<file path="src/rtl/lpmr_pkg.sv">
// Shared types for the LPM handshake responder.
// Assumes the status bit positions below are fixed, because software decodes them.
package lpmr_pkg;
    typedef enum logic [1:0] {
        HS_NONE  = 2'd0,
        HS_ACK   = 2'd1,
        HS_NYET  = 2'd2,
        HS_STALL = 2'd3
    } hs_e;

    localparam int BIT_STALL  = 0;
    localparam int BIT_NYET   = 1;
    localparam int BIT_ACK    = 2;
    localparam int BIT_NOCMP  = 3;
    localparam int BIT_RESUME = 4;
    localparam int BIT_ERR    = 5;
    localparam int NUM_EVT    = 6;
endpackage

</file>
<file path="src/rtl/lpmr_classify.sv">
// Combinational reply selection for one received LPM token.
// Assumes tok_valid is a single-cycle strobe and that all other inputs are
// stable in that cycle. Modes with bit 0 clear do not answer.
module lpmr_classify
    import lpmr_pkg::*;
#(
    parameter int LS_W         = 4,
    parameter int SUPPORTED_LS = 1
) (
    input  logic                tok_valid,
    input  logic [LS_W-1:0]     tok_link_state,
    input  logic [1:0]          lpm_mode,
    input  logic                tx_lpm,
    input  logic                tx_pending,
    input  logic                rx_pending,
    output logic                answer,
    output hs_e                 reply,
    output logic [NUM_EVT-1:0]  evt
);
    localparam logic [LS_W-1:0] LS_OK = LS_W'(SUPPORTED_LS);

    // Pick a handshake: the error check comes first, then the enable mode, then FIFO state.
    always_comb begin
        answer = 1'b0;
        reply  = HS_NONE;
        evt    = '0;
        if (tok_valid && lpm_mode[0]) begin
            answer = 1'b1;
            if (tok_link_state != LS_OK) begin
                reply        = HS_STALL;
                evt[BIT_ERR] = 1'b1;
            end else if (!lpm_mode[1]) begin
                reply          = HS_STALL;
                evt[BIT_STALL] = 1'b1;
            end else if (!tx_lpm) begin
                reply         = HS_NYET;
                evt[BIT_NYET] = 1'b1;
            end else if (rx_pending) begin
                reply          = HS_NYET;
                evt[BIT_NOCMP] = 1'b1;
            end else if (tx_pending) begin
                reply         = HS_NYET;
                evt[BIT_NYET] = 1'b1;
            end else begin
                reply        = HS_ACK;
                evt[BIT_ACK] = 1'b1;
            end
        end
    end
endmodule

</file>
<file path="src/rtl/lpmr_reply_reg.sv">
// Registers the chosen handshake and the payload capture strobe.
// Assumes reply is HS_NONE whenever answer is low.
module lpmr_reply_reg
    import lpmr_pkg::*;
(
    input  logic       clk,
    input  logic       rst_n,
    input  logic       answer,
    input  hs_e        reply,
    output logic       hs_valid,
    output logic [1:0] hs_code,
    output logic       attr_capture
);
    // Hold one cycle of reply toward the packet encoder and the attribute register.
    always_ff @(posedge clk) begin
        if (!rst_n) begin
            hs_valid     <= 1'b0;
            hs_code      <= 2'd0;
            attr_capture <= 1'b0;
        end else begin
            hs_valid     <= answer;
            hs_code      <= answer ? reply : HS_NONE;
            attr_capture <= answer;
        end
    end
endmodule

</file>
<file path="src/rtl/lpmr_status.sv">
// Sticky raw interrupt status register that clears on read.
// Assumes rd is a single-cycle strobe. A set arriving in the read cycle survives the clear.
module lpmr_status #(
    parameter int STAT_W = 8,
    parameter int EVT_W  = 6
) (
    input  logic              clk,
    input  logic              rst_n,
    input  logic [EVT_W-1:0]  set_evt,
    input  logic              rd,
    output logic [STAT_W-1:0] stat
);
    generate
        for (genvar i = 0; i < STAT_W; i++) begin : g_bit
            if (i < EVT_W) begin : g_live
                // Per-bit sticky flag: set by its event, cleared by a read.
                always_ff @(posedge clk) begin
                    if (!rst_n) stat[i] <= 1'b0;
                    else        stat[i] <= (stat[i] & ~rd) | set_evt[i];
                end
            end else begin : g_rsvd
                assign stat[i] = 1'b0;
            end
        end
    endgenerate
endmodule

</file>
<file path="src/rtl/lpmr_responder.sv">
// Top level of the device-side LPM handshake responder.
// Assumes the tokens come from a decoder that checks CRC, and that the
// handshake is sent the cycle after tok_valid.
module lpmr_responder
    import lpmr_pkg::*;
#(
    parameter int LS_W         = 4,
    parameter int SUPPORTED_LS = 1,
    parameter int STAT_W       = 8
) (
    input  logic              clk,
    input  logic              rst_n,
    input  logic              tok_valid,
    input  logic [LS_W-1:0]   tok_link_state,
    input  logic [1:0]        lpm_mode,
    input  logic              tx_lpm,
    input  logic              tx_pending,
    input  logic              rx_pending,
    input  logic              resume_evt,
    input  logic              stat_rd,
    output logic              hs_valid,
    output logic [1:0]        hs_code,
    output logic              attr_capture,
    output logic [STAT_W-1:0] stat
);
    logic               answer;
    hs_e                reply;
    logic [NUM_EVT-1:0] tok_evt;
    logic [NUM_EVT-1:0] all_evt;

    lpmr_classify #(.LS_W(LS_W), .SUPPORTED_LS(SUPPORTED_LS)) u_classify (
        .tok_valid(tok_valid), .tok_link_state(tok_link_state), .lpm_mode(lpm_mode),
        .tx_lpm(tx_lpm), .tx_pending(tx_pending), .rx_pending(rx_pending),
        .answer(answer), .reply(reply), .evt(tok_evt)
    );

    lpmr_reply_reg u_reply (
        .clk(clk), .rst_n(rst_n), .answer(answer), .reply(reply),
        .hs_valid(hs_valid), .hs_code(hs_code), .attr_capture(attr_capture)
    );

    // Merge the resume event into the token-driven event vector.
    always_comb begin
        all_evt             = tok_evt;
        all_evt[BIT_RESUME] = resume_evt;
    end

    lpmr_status #(.STAT_W(STAT_W), .EVT_W(NUM_EVT)) u_status (
        .clk(clk), .rst_n(rst_n), .set_evt(all_evt), .rd(stat_rd), .stat(stat)
    );
endmodule

</file>
<file path="config.mk">
export PLATFORM = sky130hd
export DESIGN_NAME = lpmr_responder
export DESIGN_NICKNAME = d
export VERILOG_FILES = /design/src/rtl/lpmr_pkg.sv /design/src/rtl/lpmr_classify.sv /design/src/rtl/lpmr_reply_reg.sv /design/src/rtl/lpmr_status.sv /design/src/rtl/lpmr_responder.sv
export SDC_FILE = /design/constraint.sdc
export NUM_CORES = 1
export LEC_CHECK = 0
export BUFFER_PORTS_ARGS = -buffer_cell sky130_fd_sc_hd__buf_2
export CAP_MARGIN = 20
export CORE_AREA = 2 2 39 41
export CTS_CLUSTER_DIAMETER = 100
export DETAILED_ROUTE_END_ITERATION = 8
export DIE_AREA = 0 0 41 43
export PLACE_DENSITY = 0.6
export SYNTH_ARGS = -nofsm -noshare
export SYNTH_HDL_FRONTEND = slang
export SYNTH_SLANG_ARGS = --single-unit
</file>
<file path="constraint.sdc">
create_clock -name clk -period 1.46 [get_ports clk]
set_input_delay 0.073 -clock clk [delete_from_list [all_inputs] [get_ports clk]]
set_output_delay 0.073 -clock clk [all_outputs]
set_load 0.05 [all_outputs]
</file>
==> metrics.txt, run 1 <==
RD Place Congestion=0.7580; Detail Placement HPWL=616 um; CP max stage delay=330 ps; Yosys reg bits=9; type of origin of the critical path=flip-flop; Tcrit/Tclk final=63.08%; final slew viol count=0; critical path class=flip-flop to output port; 1st-pass router iterations=4; pin count of the biggest net entering global routing=10; Post-CTS Setup Bufs=0; Reg2Reg Setup Slack=740 ps; IR drop worst, VDD=473.1 uV; PD cells=1015 nW/um2; vias in the first global route=303; Die X=41 um; main flop type after synthesis=dfxtp_1; hold buffers post-CTS=0; syn avg cell area=9.791 um2; Vias/cell=4.475; Clock Skew=0 ps; Async S/R FF share, synth=0%; top cells by area, synth=dfxtp_1, nor4b_4, buf_4, o21a_1, nor2b_1; critical path arrival=850 ps; Lkg Pwr=0.2709 nW; Finished Cell Area=530.5 um2; Post-synth EDFFs=0; Post-Syn Area=391.6 um2; Top delay family on crit path=flip-flops; min-delay src=resume_evt; cell count after synthesis=40; RR Endpoint=u_status.stat[0]; H-tree depth=1; Sink Count=9; Clock Latency Late Sink=260 ps; Buf/Inv on CP=1; row count=14; Clock transition at path regs=60 ps; CP Cell Sequence=buf_2; P&R area growth vs syn=35.46%; post-synth top area share=46.01%; number of port buffers=23; final setup TNS=0 ps; CTS resizes=0; Compound-Gate Fraction of Synth Area=17.57%; grt ovf=0; unrepaired setup endpoints after global routing=false; worst hold path type=primary input to flip-flop; CP max stage cell=dfxtp_1; status=finished clean; largest family of logic cells by synthesized area=simple AND/OR/NAND/NOR gates; nets@finish=79; n_diodes=0; nature of the critical path endpoint=output port; maxcap violations=0; Synth Area in Simple Gates=25.88%; placed cell area=504.2 um2; Yosys top cell by area=dfxtp_1; CTS Root Cell=clkbuf_4; number of remaining DRC errors=0; CP required=1390 ps; total track usage=10.97%; remaining antenna violation count=0; fmax=1.086 GHz; Synth Area in XOR/XNOR=0%; via count of the routed design=358; Hold Path Cell Cnt=2; total die area=1763 um2; core area=1384 um2; initial antenna violation count=0; Avg WL per Cell=9.750 um; crit-path max FO=2; R2R depth=2; global-route wire length before repair=1228 um; Post-Synth Adder-Cell Area=0%; Seq/Total Area, Yosys=46.01%; final setup vio count=0; TritonCTS clock tree=built; layout cells sized above 1=46.88%; num ports=26; mux contribution to synthesized area=0%; initial DRC count=4; hold endpoint=u_status.stat[4]; Yosys cell types=21; Yosys warning count=0; clock buffer depth=2; RR Startpoint=u_status.stat[0]; Hold Fails Final Rpt=0; Initial Utilization=28.30%; minimum clock period=921.0 ps; CTS Buf Count=3; WL final=780 um; Die H=43 um; count leader, synth=dfxtp_1
power breakdown:
part / total, W / internal [W] / switching [W]
Combinational: 0.0000937 / 0.0000289 / 0.0000648
Clock: 0.000190 / 0.000105 / 0.0000852
Sequential: 0.000255 / 0.000252 / 0.00000206
flip-flops by register name, summed over array words and instances (netlist names):
| register | flops |
|---|---|
| u_reply.hs_code | 2 |
| u_status.stat | 6 |
| u_reply.hs_valid | 1 |
logic make-up after synthesis:
family | count (synthesis)
flip-flops | 9
buffers and inverters | 7
AND/OR/NAND/NOR | 14
other | 1
AO/OA/AOI/OAI | 9
final cells by class:
cell class	instances	area, um2
Clock buffer	4	26.28
Sequential cell	9	180.2
Timing Repair Buffer	23	115.1
Tap cell	16	20.02
Inverter	3	11.26
Multi-Input combinational cell	25	177.7
Fill cell	150	853.3
how the worst max path moves through the flow:
stage | to | startpoint | slack [ps] | cells past startpoint
3_3_place_gp | u_status.stat[2] | tok_link_state[1] | 440 | 4
2_1_floorplan | u_status.stat[5] | u_status.stat[5] | 470 | 3
6_report | stat[3] | u_status.stat[3] | 540 | 1
5_1_grt | stat[3] | u_status.stat[3] | 480 | 1
3_5_place_dp | u_status.stat[2] | tok_link_state[1] | 420 | 4
4_1_cts | stat[3] | u_status.stat[3] | 520 | 1
cell usage in the layout, fill, tap and decap left out, drive strengths merged:
cell type | netlist | final
o22ai | 1 | 1
nor3b | 2 | 2
a22o | 1 | 1
a31oi | 1 | 1
and3 | 1 | 1
and4 | 1 | 1
o21a | 3 | 3
nand2 | 3 | 3
nor2b | 3 | 3
buf | 3 | 23
nand3 | 1 | 1
nor2 | 1 | 1
and2 | 1 | 1
a32o | 1 | 1
dfxtp | 9 | 9
inv | 3 | 3
clkbuf | 1 | 4
o21ai | 1 | 1
nor4b | 1 | 1
conb | 1 | 2
a31o | 1 | 1
stage by stage:
step	power (W)	instances	worst slack, ps	hold slack [ps]	util (%)
floorplan	0.0003258	41	466.1	173.7	-
global placement	0.0003535	76	435.6	283.0	36.44
detailed placement	0.0003540	76	419.6	293.7	36.44
CTS	0.0005496	80	518.5	19.21	38.34
global route	0.0005770	80	479.8	27.91	38.34
finish	0.0005386	80	539.0	27.06	38.34
per-layer routing:
layer / GRT usage [%] / vias up / wire (um)
li1: - / 182 / -
met1: 12.94 / 160 / 311
met2: 13.75 / 14 / 398
met3: 5.236 / 2 / 55
met4: 10.00 / 0 / 14
met5: 0 / - / 0
Power figures use the tool's default switching activity.
==> inputs of run 2 (changes only) <==
==> constraint.sdc (replaced) <==
create_clock -name clk -period 0.9 [get_ports clk]
set_input_delay 0.045 -clock clk [delete_from_list [all_inputs] [get_ports clk]]
set_output_delay 0.045 -clock clk [all_outputs]
set_load 0.05 [all_outputs]
==> run 2 against run 1 <==
Hold slack lost 11 ps. Wire length shrank 1.2%. Sequential cell count is the same. Clock skew is the same. Final cell count grew 2.5%. Global-route usage shrank 1.6 points. Critical path type unchanged. Largest cell class unchanged.
==> metrics.txt, run 2 (synthesis results as in run 1) <==
Post-CTS Setup Bufs=0 (unchanged); Reg2Reg Setup Slack=190 ps (-550 ps); min-delay src=lpm_mode[1]; via count of the routed design=357 (-0.28%); row count=14 (unchanged); number of port buffers=23 (unchanged); vias in the first global route=302 (-0.33%); core area=1384 um2 (unchanged); Pwr Total=0.0008741 W (+62%); CTS Buf Count=3 (unchanged); H-tree depth=1 (unchanged); Sink Count=9 (unchanged); remaining antenna violation count=0 (unchanged); clock buffer depth=2 (unchanged); Largest register FFs=6 (unchanged); initial DRC count=13 (+9); RR Endpoint=u_status.stat[1]; total track usage=9.347% (-1.6 points); type of origin of the critical path=flip-flop; biggest regs=u_status.stat: 6 flops, u_reply.hs_code: 2 flops, u_reply.hs_valid: 1 flops; Detail Placement HPWL=611.3 um (-0.76%); final core occ=41.32% (+3.0 points); minimum clock period=860.7 ps; RD Place Congestion=0.7362 (-2.9%); WL final=771 um (-1.2%); nets@finish=81 (+2.5%); crit-path max FO=2 (unchanged); P&R area growth vs syn=46.01%; Buf/Inv on CP=1 (unchanged); fmax=1.162 GHz; Clock transition at path regs=60 ps (about the same); largest register by flop count=u_status.stat; fin cells=82 (+2.5%); global-route wire length before repair=1110 um (-9.6%); CP required=850 ps (-540 ps); RR Startpoint=u_status.stat[1]; critical path class=flip-flop to output port; number of remaining DRC errors=0 (unchanged); Tcrit/Tclk final=95.64%; CTS Root Cell=clkbuf_4; Die X=41 um (unchanged); R2R depth=3 (+1); Die H=43 um (unchanged); critical path arrival=820 ps (-30 ps); status=finished clean; maxcap violations=0 (unchanged); placed cells=77 (+1.3%); total die area=1763 um2 (unchanged); final setup vio count=0 (unchanged); IR drop worst, VDD=587.1 uV (+24%); CP max stage delay=320 ps (about the same); CP Cell Sequence=buf_2; commonest cells after routing, fill and taps aside=buf_2, clkbuf_4, dfxtp_2; commonest non-fill, non-tap cell in the layout=buf_2; pre-CTS setup slack=-113.5 ps (-533.1 ps); num ports=26 (unchanged); Hold Path Cell Cnt=2 (unchanged); Vias/cell=4.354 (-2.7%); Clock Latency Late Sink=250 ps (about the same); final slew viol count=0 (unchanged); Top delay family on crit path=flip-flops; Avg WL per Cell=9.402 um (-3.6%); CP max stage cell=dfxtp_2; Clock Skew=0 ps (unchanged); unrepaired setup endpoints after global routing=false; Hold Fails Final Rpt=0 (unchanged); PD cells=1529 nW/um2 (+51%); Initial Utilization=28.30% (unchanged); TritonCTS clock tree=built; worst hold path type=primary input to flip-flop; initial antenna violation count=0 (unchanged); Setup WS post-layout=39.26 ps (-499.7 ps); 1st-pass router iterations=4 (unchanged); Lkg Pwr=0.2790 nW (+3.0%); pin count of the biggest net entering global routing=10 (unchanged); hold endpoint=u_reply.hs_code[1]; grt ovf=0 (unchanged); layout cells sized above 1=54.55% (+7.7 points); n_diodes=0 (unchanged); Final Hold Slack=16.31 ps (-10.75 ps); nature of the critical path endpoint=output port
run 2: worst max path at each step:
stage	slack (ps)	to	from	cells after the start
after detailed placement	-110	u_status.stat[2]	tok_link_state[1]	4
after global routing	3	stat[3]	u_status.stat[3]	1
after global placement	-100	u_status.stat[2]	tok_link_state[1]	4
after floorplan	30	u_status.stat[3]	u_status.stat[3]	1
final	40	stat[4]	u_status.stat[4]	1
after CTS	2	stat[3]	u_status.stat[3]	1
run 2: repair_timing:
action	CTS	global route
hold buffers	1	0
resized for setup	1	6
endpoints found under the hold margin	1	0
endpoints found under the setup margin	1	6
run 2: stage by stage:
stage / instance area [um2] / TNS, ps
after floorplan: 401.6 / 0
after CTS: 556.8 / 0
after detailed placement: 518.0 / -430.4
after global routing: 571.8 / 0
final: 571.8 / 0
after global placement: 518.0 / -325.8
run 2: layout make-up:
| cell class | count | area [um2] |
|---|---|---|
| Inverter | 3 | 11.26 |
| Tap cell | 16 | 20.02 |
| Clock buffer | 4 | 26.28 |
| Fill cell | 142 | 812.0 |
| Sequential cell | 9 | 186.4 |
| Timing Repair Buffer | 25 | 150.1 |
| Multi-Input combinational cell | 25 | 177.7 |
run 2: metal layers:
metal	vias up	GRT usage, %	share of wire [%]
met5	-	0	0
met3	0	3.665	14
li1	187	-	-
met2	20	13.13	41
met1	150	11.29	45
met4	0	6.000	0
run 2: where the power goes:
group | total, W | internal [W] | leakage (nW) | switching [W]
logic | 0.000160 | 0.0000549 | 0.189 | 0.000106
clock network | 0.000299 | 0.000170 | 0.0150 | 0.000129
registers | 0.000415 | 0.000411 | 0.0755 | 0.00000365
